**src/rtl/shl_load_pkg.sv**
```systemverilog
// Package: types shared by the left-shift register and its submodules.
// Assumes: nothing beyond IEEE 1800-2017.
package shl_load_pkg;

    // Action taken by every bit cell at the next rising edge.
    typedef enum logic [1:0] {
        MODE_HOLD  = 2'd0,
        MODE_LOAD  = 2'd1,
        MODE_SHIFT = 2'd2,
        MODE_CLEAR = 2'd3
    } shl_mode_e;

endpackage

```
**src/rtl/shl_mode_dec.sv**
```systemverilog
// Module: shl_mode_dec
// Turns reset and the two controls into a single action code.
// Priority: clear, then shift, then load, then hold.
// Assumes: inputs are stable around the rising clock edge.
module shl_mode_dec
    import shl_load_pkg::*;
(
    input  logic      rst_n,
    input  logic      shift_en,
    input  logic      load_en,
    output shl_mode_e mode_o
);

    // Priority decode of the action for this cycle.
    always_comb begin
        if (!rst_n)
            mode_o = MODE_CLEAR;
        else if (shift_en)
            mode_o = MODE_SHIFT;
        else if (load_en)
            mode_o = MODE_LOAD;
        else
            mode_o = MODE_HOLD;
    end

    // Check that a shift request outside reset is never lost to load.
    always_comb begin
        p_shift_wins_r3: assert (!(rst_n && shift_en) || mode_o == MODE_SHIFT);
    end

endmodule

```
**src/rtl/shl_bit_cell.sv**
```systemverilog
// Module: shl_bit_cell
// One storage bit: a D flip-flop fed by a four-way selector.
// Assumes: the mode is decoded once and shared by all cells.
module shl_bit_cell
    import shl_load_pkg::*;
(
    input  logic      clk,
    input  shl_mode_e mode_i,
    input  logic      par_i,
    input  logic      shin_i,
    output logic      q_o
);

    logic d_next;

    // Select the next value of this bit.
    always_comb begin
        case (mode_i)
            MODE_CLEAR: d_next = 1'b0;
            MODE_SHIFT: d_next = shin_i;
            MODE_LOAD:  d_next = par_i;
            default:    d_next = q_o;
        endcase
    end

    // Store the selected value on the rising edge.
    always_ff @(posedge clk) begin
        q_o <= d_next;
    end

endmodule

```
**src/rtl/shl_load_reg.sv**
```systemverilog
// Module: shl_load_reg (top)
// W-bit register with shift-left, parallel load and hold. The reset is
// synchronous and active low. Shift has priority over load.
// Assumes: W >= 2; all inputs synchronous to clk.
module shl_load_reg
    import shl_load_pkg::*;
#(
    parameter int W = 4
) (
    input  logic         clk,
    input  logic         rst_n,
    input  logic         shift_en,
    input  logic         load_en,
    input  logic         ser_in,
    input  logic [W-1:0] par_in,
    output logic [W-1:0] q,
    output logic         ser_out
);

    localparam int MSB = W - 1;

    shl_mode_e mode;

    shl_mode_dec u_dec (
        .rst_n    (rst_n),
        .shift_en (shift_en),
        .load_en  (load_en),
        .mode_o   (mode)
    );

    // One cell per bit. Bit 0 takes the serial input, the others take their lower neighbour.
    for (genvar i = 0; i < W; i++) begin : g_bit
        logic shin;
        if (i == 0) begin : g_lsb
            assign shin = ser_in;
        end else begin : g_mid
            assign shin = q[i-1];
        end
        shl_bit_cell u_cell (
            .clk    (clk),
            .mode_i (mode),
            .par_i  (par_in[i]),
            .shin_i (shin),
            .q_o    (q[i])
        );
    end

    // The MSB is the bit that leaves on the next shift.
    assign ser_out = q[MSB];

    // Reset clears the register whatever the controls are.
    p_reset_clear_r1: assert property (@(posedge clk)
        !rst_n |=> (q == '0));

    // Shift moves every bit up and takes ser_in into bit 0.
    p_shift_move_r2: assert property (@(posedge clk) disable iff (!rst_n)
        shift_en |=> (q == {$past(q[MSB-1:0]), $past(ser_in)}));

    // Load takes effect only while shift is low.
    p_load_capture_r4: assert property (@(posedge clk) disable iff (!rst_n)
        (!shift_en && load_en) |=> (q == $past(par_in)));

    // With both controls low the register keeps its value.
    p_hold_r5: assert property (@(posedge clk) disable iff (!rst_n)
        (!shift_en && !load_en) |=> $stable(q));

    // After a shift, the serial output shows the old next-to-top bit.
    p_ser_out_r6: assert property (@(posedge clk) disable iff (!rst_n)
        shift_en |=> (ser_out == $past(q[MSB-1])));

endmodule

```
**config.mk**
```make
export PLATFORM = sky130hd
export DESIGN_NAME = shl_load_reg
export DESIGN_NICKNAME = d
export VERILOG_FILES = /design/src/rtl/shl_load_pkg.sv /design/src/rtl/shl_mode_dec.sv /design/src/rtl/shl_bit_cell.sv /design/src/rtl/shl_load_reg.sv
export SDC_FILE = /design/constraint.sdc
export NUM_CORES = 1
export LEC_CHECK = 0
export BUFFER_PORTS_ARGS = -buffer_cell sky130_fd_sc_hd__buf_4
export CAP_MARGIN = 20
export CORE_AREA = 3 3 40 42
export DETAILED_ROUTE_END_ITERATION = 16
export DIE_AREA = 0 0 43 45
export REMOVE_ABC_BUFFERS = 1
export SYNTH_ARGS = -nofsm -noshare
export SYNTH_HDL_FRONTEND = slang
export SYNTH_SLANG_ARGS = --single-unit
```
**constraint.sdc**
```tcl
create_clock -name clk -period 2.54 [get_ports clk]
set_input_delay 0.508 -clock clk [delete_from_list [all_inputs] [get_ports clk]]
set_output_delay 0.508 -clock clk [all_outputs]
set_load 0.01 [all_outputs]
```
==> summary.md <==
| Metric | Value |
|---|---|
| Run status | finished, final reports clean |
| CP startpoint kind | primary input |
| Number of buffers created by CTS | 3 |
| Crit end category | flop |
| Post-synthesis instance area | 262.8 sq um |
| Register containing the most flip-flops in the final layout | g_bit.u_cell.q_o |
| Biggest regs | g_bit.u_cell.q_o (4) |
| Pin count of the biggest net entering global routing | 5 |
| IO Pins | 14 |
| Simple-gate share of the synthesized area | 8.095% |
| Clock slew seen by the registers of the worst setup and hold paths | 0.04 ns |
| Number of port buffers | 13 |
| Main flop type after synthesis | sky130_fd_sc_hd__edfxtp_1 |
| Ranking of synthesized cells by instance count | sky130_fd_sc_hd__a22oi_1, sky130_fd_sc_hd__buf_4, sky130_fd_sc_hd__edfxtp_1, sky130_fd_sc_hd__nor2_1 |
| Area overhead of the layout relative to synthesis | 41.43% |
| Effective utilization at floorplan | 20.45% |
| Synth Area in XOR/XNOR | 0% |
| First-pass GRT wire length | 862 microns |
| Delay of the slowest cell on the worst path | 0.24 ns |
| RePlAce Congestion | between 0.6 and 0.7 |
| Average detailed-routed wire length per instance | between 10 and 15 microns |
| Fmax | 749.2 MHz |
| Transition at the pin with the smallest max-transition slack | 0.1871 ns |
| Total buffers and inverters traversed by the critical path | 1 |
| Worst-case clock skew | between 0.003 and 0.004 ns |
| Final number of setup-violating endpoints | 0 |
| Total GRT Usage | under 10% |
| Distinct cell type count after synthesis | 9 |
| Kind of cell with the highest combined delay on the critical path | compound AO/OA/AOI/OAI gates |
| Top cells by area in the synthesized netlist | sky130_fd_sc_hd__edfxtp_1, sky130_fd_sc_hd__ha_1, sky130_fd_sc_hd__a22oi_1 |
| Dominant combinational cell family by area after synthesis | compound AO/OA/AOI/OAI gates |
| Initial drt markers | 4 |
| Adder-cell area share of the yosys netlist | 14.29% |
| Critical Path RT | 2.53 ns |
| Overall overflow remaining after global route | 0 |
| Worst VDD drop | 0.1884 mV |
| Hold-fix buffers, CTS | 0 |
| Vias in the first global route | 217 |
| Sinks on Clock Net | 4 |
| CTS tree | yes |
| Sum Neg Setup Slack | 0 ns |
| Type of the worst setup path | in -> reg |
| Share of synthesized area spent on multiplexers | 0% |
| Worst slew margin relative to its limit | 87.39% |
| EDFF count, synth | 4 |
| Final critical-path setup slack | 1.205 ns |
| Top cell type by total area after synthesis | sky130_fd_sc_hd__edfxtp_1 |
| Complex-gate fraction of the synthesized area | between 15 and 20% |
| Initial antenna violation count | 0 |
| Met3 Track Usage GR | 6.375% |
| Core Footprint | 1285 sq um |
| Number of standard-cell rows in the floorplan | 13 |
| Remaining routing DRC violations | 0 |
| RSZ-0062 raised after global routing | false |
| Synthesis warning total | 0 |
| Flip-flop count of the largest register, all copies and words added | 4 |
| Final design area excluding fillers | 371.6 sq um |
| DIE HEIGHT | about 45 microns |
| Cell Count, Final, Fillers Out | 52 |
| Clock insertion delay at the later pin of the skew report | 0.24 ns |
| Hold Violations, Final | 0 |
| Chip width | between 40 and 50 microns |
| Worst slack, placed | 0.9703 ns |
| Cells along the critical path | buf_4, o21a_1, ha_1, a22oi_1, nor2_1 |
| Drt total wl | 559 microns |
| Fin. max-slew vios | 0 |
| Floorplan die area | 1935 sq um |
| Final-layout worst hold slack | between 0.6 and 0.7 ns |
| Area share of the leading cell type in the synthesized netlist | 45.71% |
| Largest driver fanout on the critical path | 4 |
| Worst endpoint data arrival time | 1.32 ns |
| Total Nets Final | 51 |
| Post-CTS Setup Repair Bufs | 0 |
| Fraction of met1 tracks used by global routing | about 5.4% |
| Clk buf depth | 2 |
| Placed standard-cell area | about 350 sq um |
| Period utilisation layout | between 50% and 60% |
| First-pass iteration count of the detailed router | 2 |
| Gate count after technology mapping | 25 |
| Areal power density over the cells | 527.1 nW/um^2 |
| Clock H-tree levels | 1 |
| CP max-delay cell | sky130_fd_sc_hd__ha_1 |
| Worst min-delay path category | in -> reg |
| Sequential area share after synthesis | 45.71% |
| Average instance area after synthesis | 10.51 sq um |
| Met2 Track Usage GR | a little under an eighth |
| Number of cells upsized or downsized after cts | 0 |
| Per-cell via count in the routed design | ~4.2 |
| DP Cell Count | 49 |
| Share of layout cells above drive strength 1 | 43.24% |
| Share of synthesized flip-flops with an asynchronous set or reset | 0% |
| Final period demand of the worst path | 1.335 ns |
| Clock root buffer | sky130_fd_sc_hd__clkbuf_4 |
| Diode insertion count for antenna repair | 0 |
| Overall via count from detail_route | 219 |
| Grt peak-use layer | met2 |
| Count of nets left with antenna violations after detail routing | 0 |
| Max_cap viols | 0 |
| Number of register bits inferred by synthesis | 4 |
| Total leakage power | between 0.00015 and 0.0002 uW |
-- stage by stage --
stage,utilization [%],total power (uW)
after detailed placement,27.17,119.0
final,28.92,195.9
after global routing,28.92,209.6
after CTS,28.92,200.8
after global placement,27.17,118.1
after floorplan,-,96.92
-- logic make-up after synthesis --
logic type,Yosys count
buf+inv,7
simple gates,5
compound gates,6
flops,4
fa+ha+maj,3
-- worst register-to-register path, cell delays in order (launching register included) --
cell                       delay, ns
sky130_fd_sc_hd__edfxtp_1       0.38
sky130_fd_sc_hd__a22oi_1        0.19
sky130_fd_sc_hd__nor2_1         0.06
-- cell usage in the layout, fill, tap and decap left out --
cell	synthesis	layout
sky130_fd_sc_hd__ha_1	3	3
sky130_fd_sc_hd__buf_4	4	13
sky130_fd_sc_hd__o21ai_0	1	1
sky130_fd_sc_hd__nor2_1	4	4
sky130_fd_sc_hd__nand2b_1	1	1
sky130_fd_sc_hd__a22oi_1	4	4
sky130_fd_sc_hd__o21a_1	1	1
sky130_fd_sc_hd__edfxtp_1	4	4
sky130_fd_sc_hd__clkbuf_4	0	3
sky130_fd_sc_hd__inv_1	3	3
-- area by class of cell --
cell class              count  area (sq um)
repair buffers             13         97.59
inverters                   3         11.26
flip-flops and latches      4         120.1
fillers                   142         913.4
clock buffers               3         22.52
well taps                  15         18.77
multi-input cells          14         101.3
-- path summary, 6_finish.rpt --
| kind | start | endpoint | slack (ns) | depth (start not counted) |
|---|---|---|---|---|
| max reg2reg | g_bit[2].u_cell.q_o$_DFFE_PP_ | g_bit[3].u_cell.q_o$_DFFE_PP_ | 1.66 | 2 |
| min reg2reg | g_bit[1].u_cell.q_o$_DFFE_PP_ | g_bit[2].u_cell.q_o$_DFFE_PP_ | 0.61 | 2 |
| min | par_in[3] | g_bit[3].u_cell.q_o$_DFFE_PP_ | 0.61 | 3 |
| max | shift_en | g_bit[3].u_cell.q_o$_DFFE_PP_ | 1.21 | 5 |
-- per-layer routing --
metal | up-vias | part of all wire [%] | wire, microns
li1 | 108 | - | -
met1 | 101 | 35 | 197
met2 | 10 | 52 | 290
met3 | 0 | 13 | 72
met4 | 0 | 0 | 0
met5 | - | 0 | 0
-- report_power, final --
part	switching (uW)	internal [uW]	leakage [uW]	total (uW)
registers	2.49	78.2	0.0000468	80.7
clock network	25.7	52.8	0.0000138	78.5
logic	16.2	20.5	0.000121	36.7
total	44.3	152	0.000182	196
(Power assumes the default switching activity.)
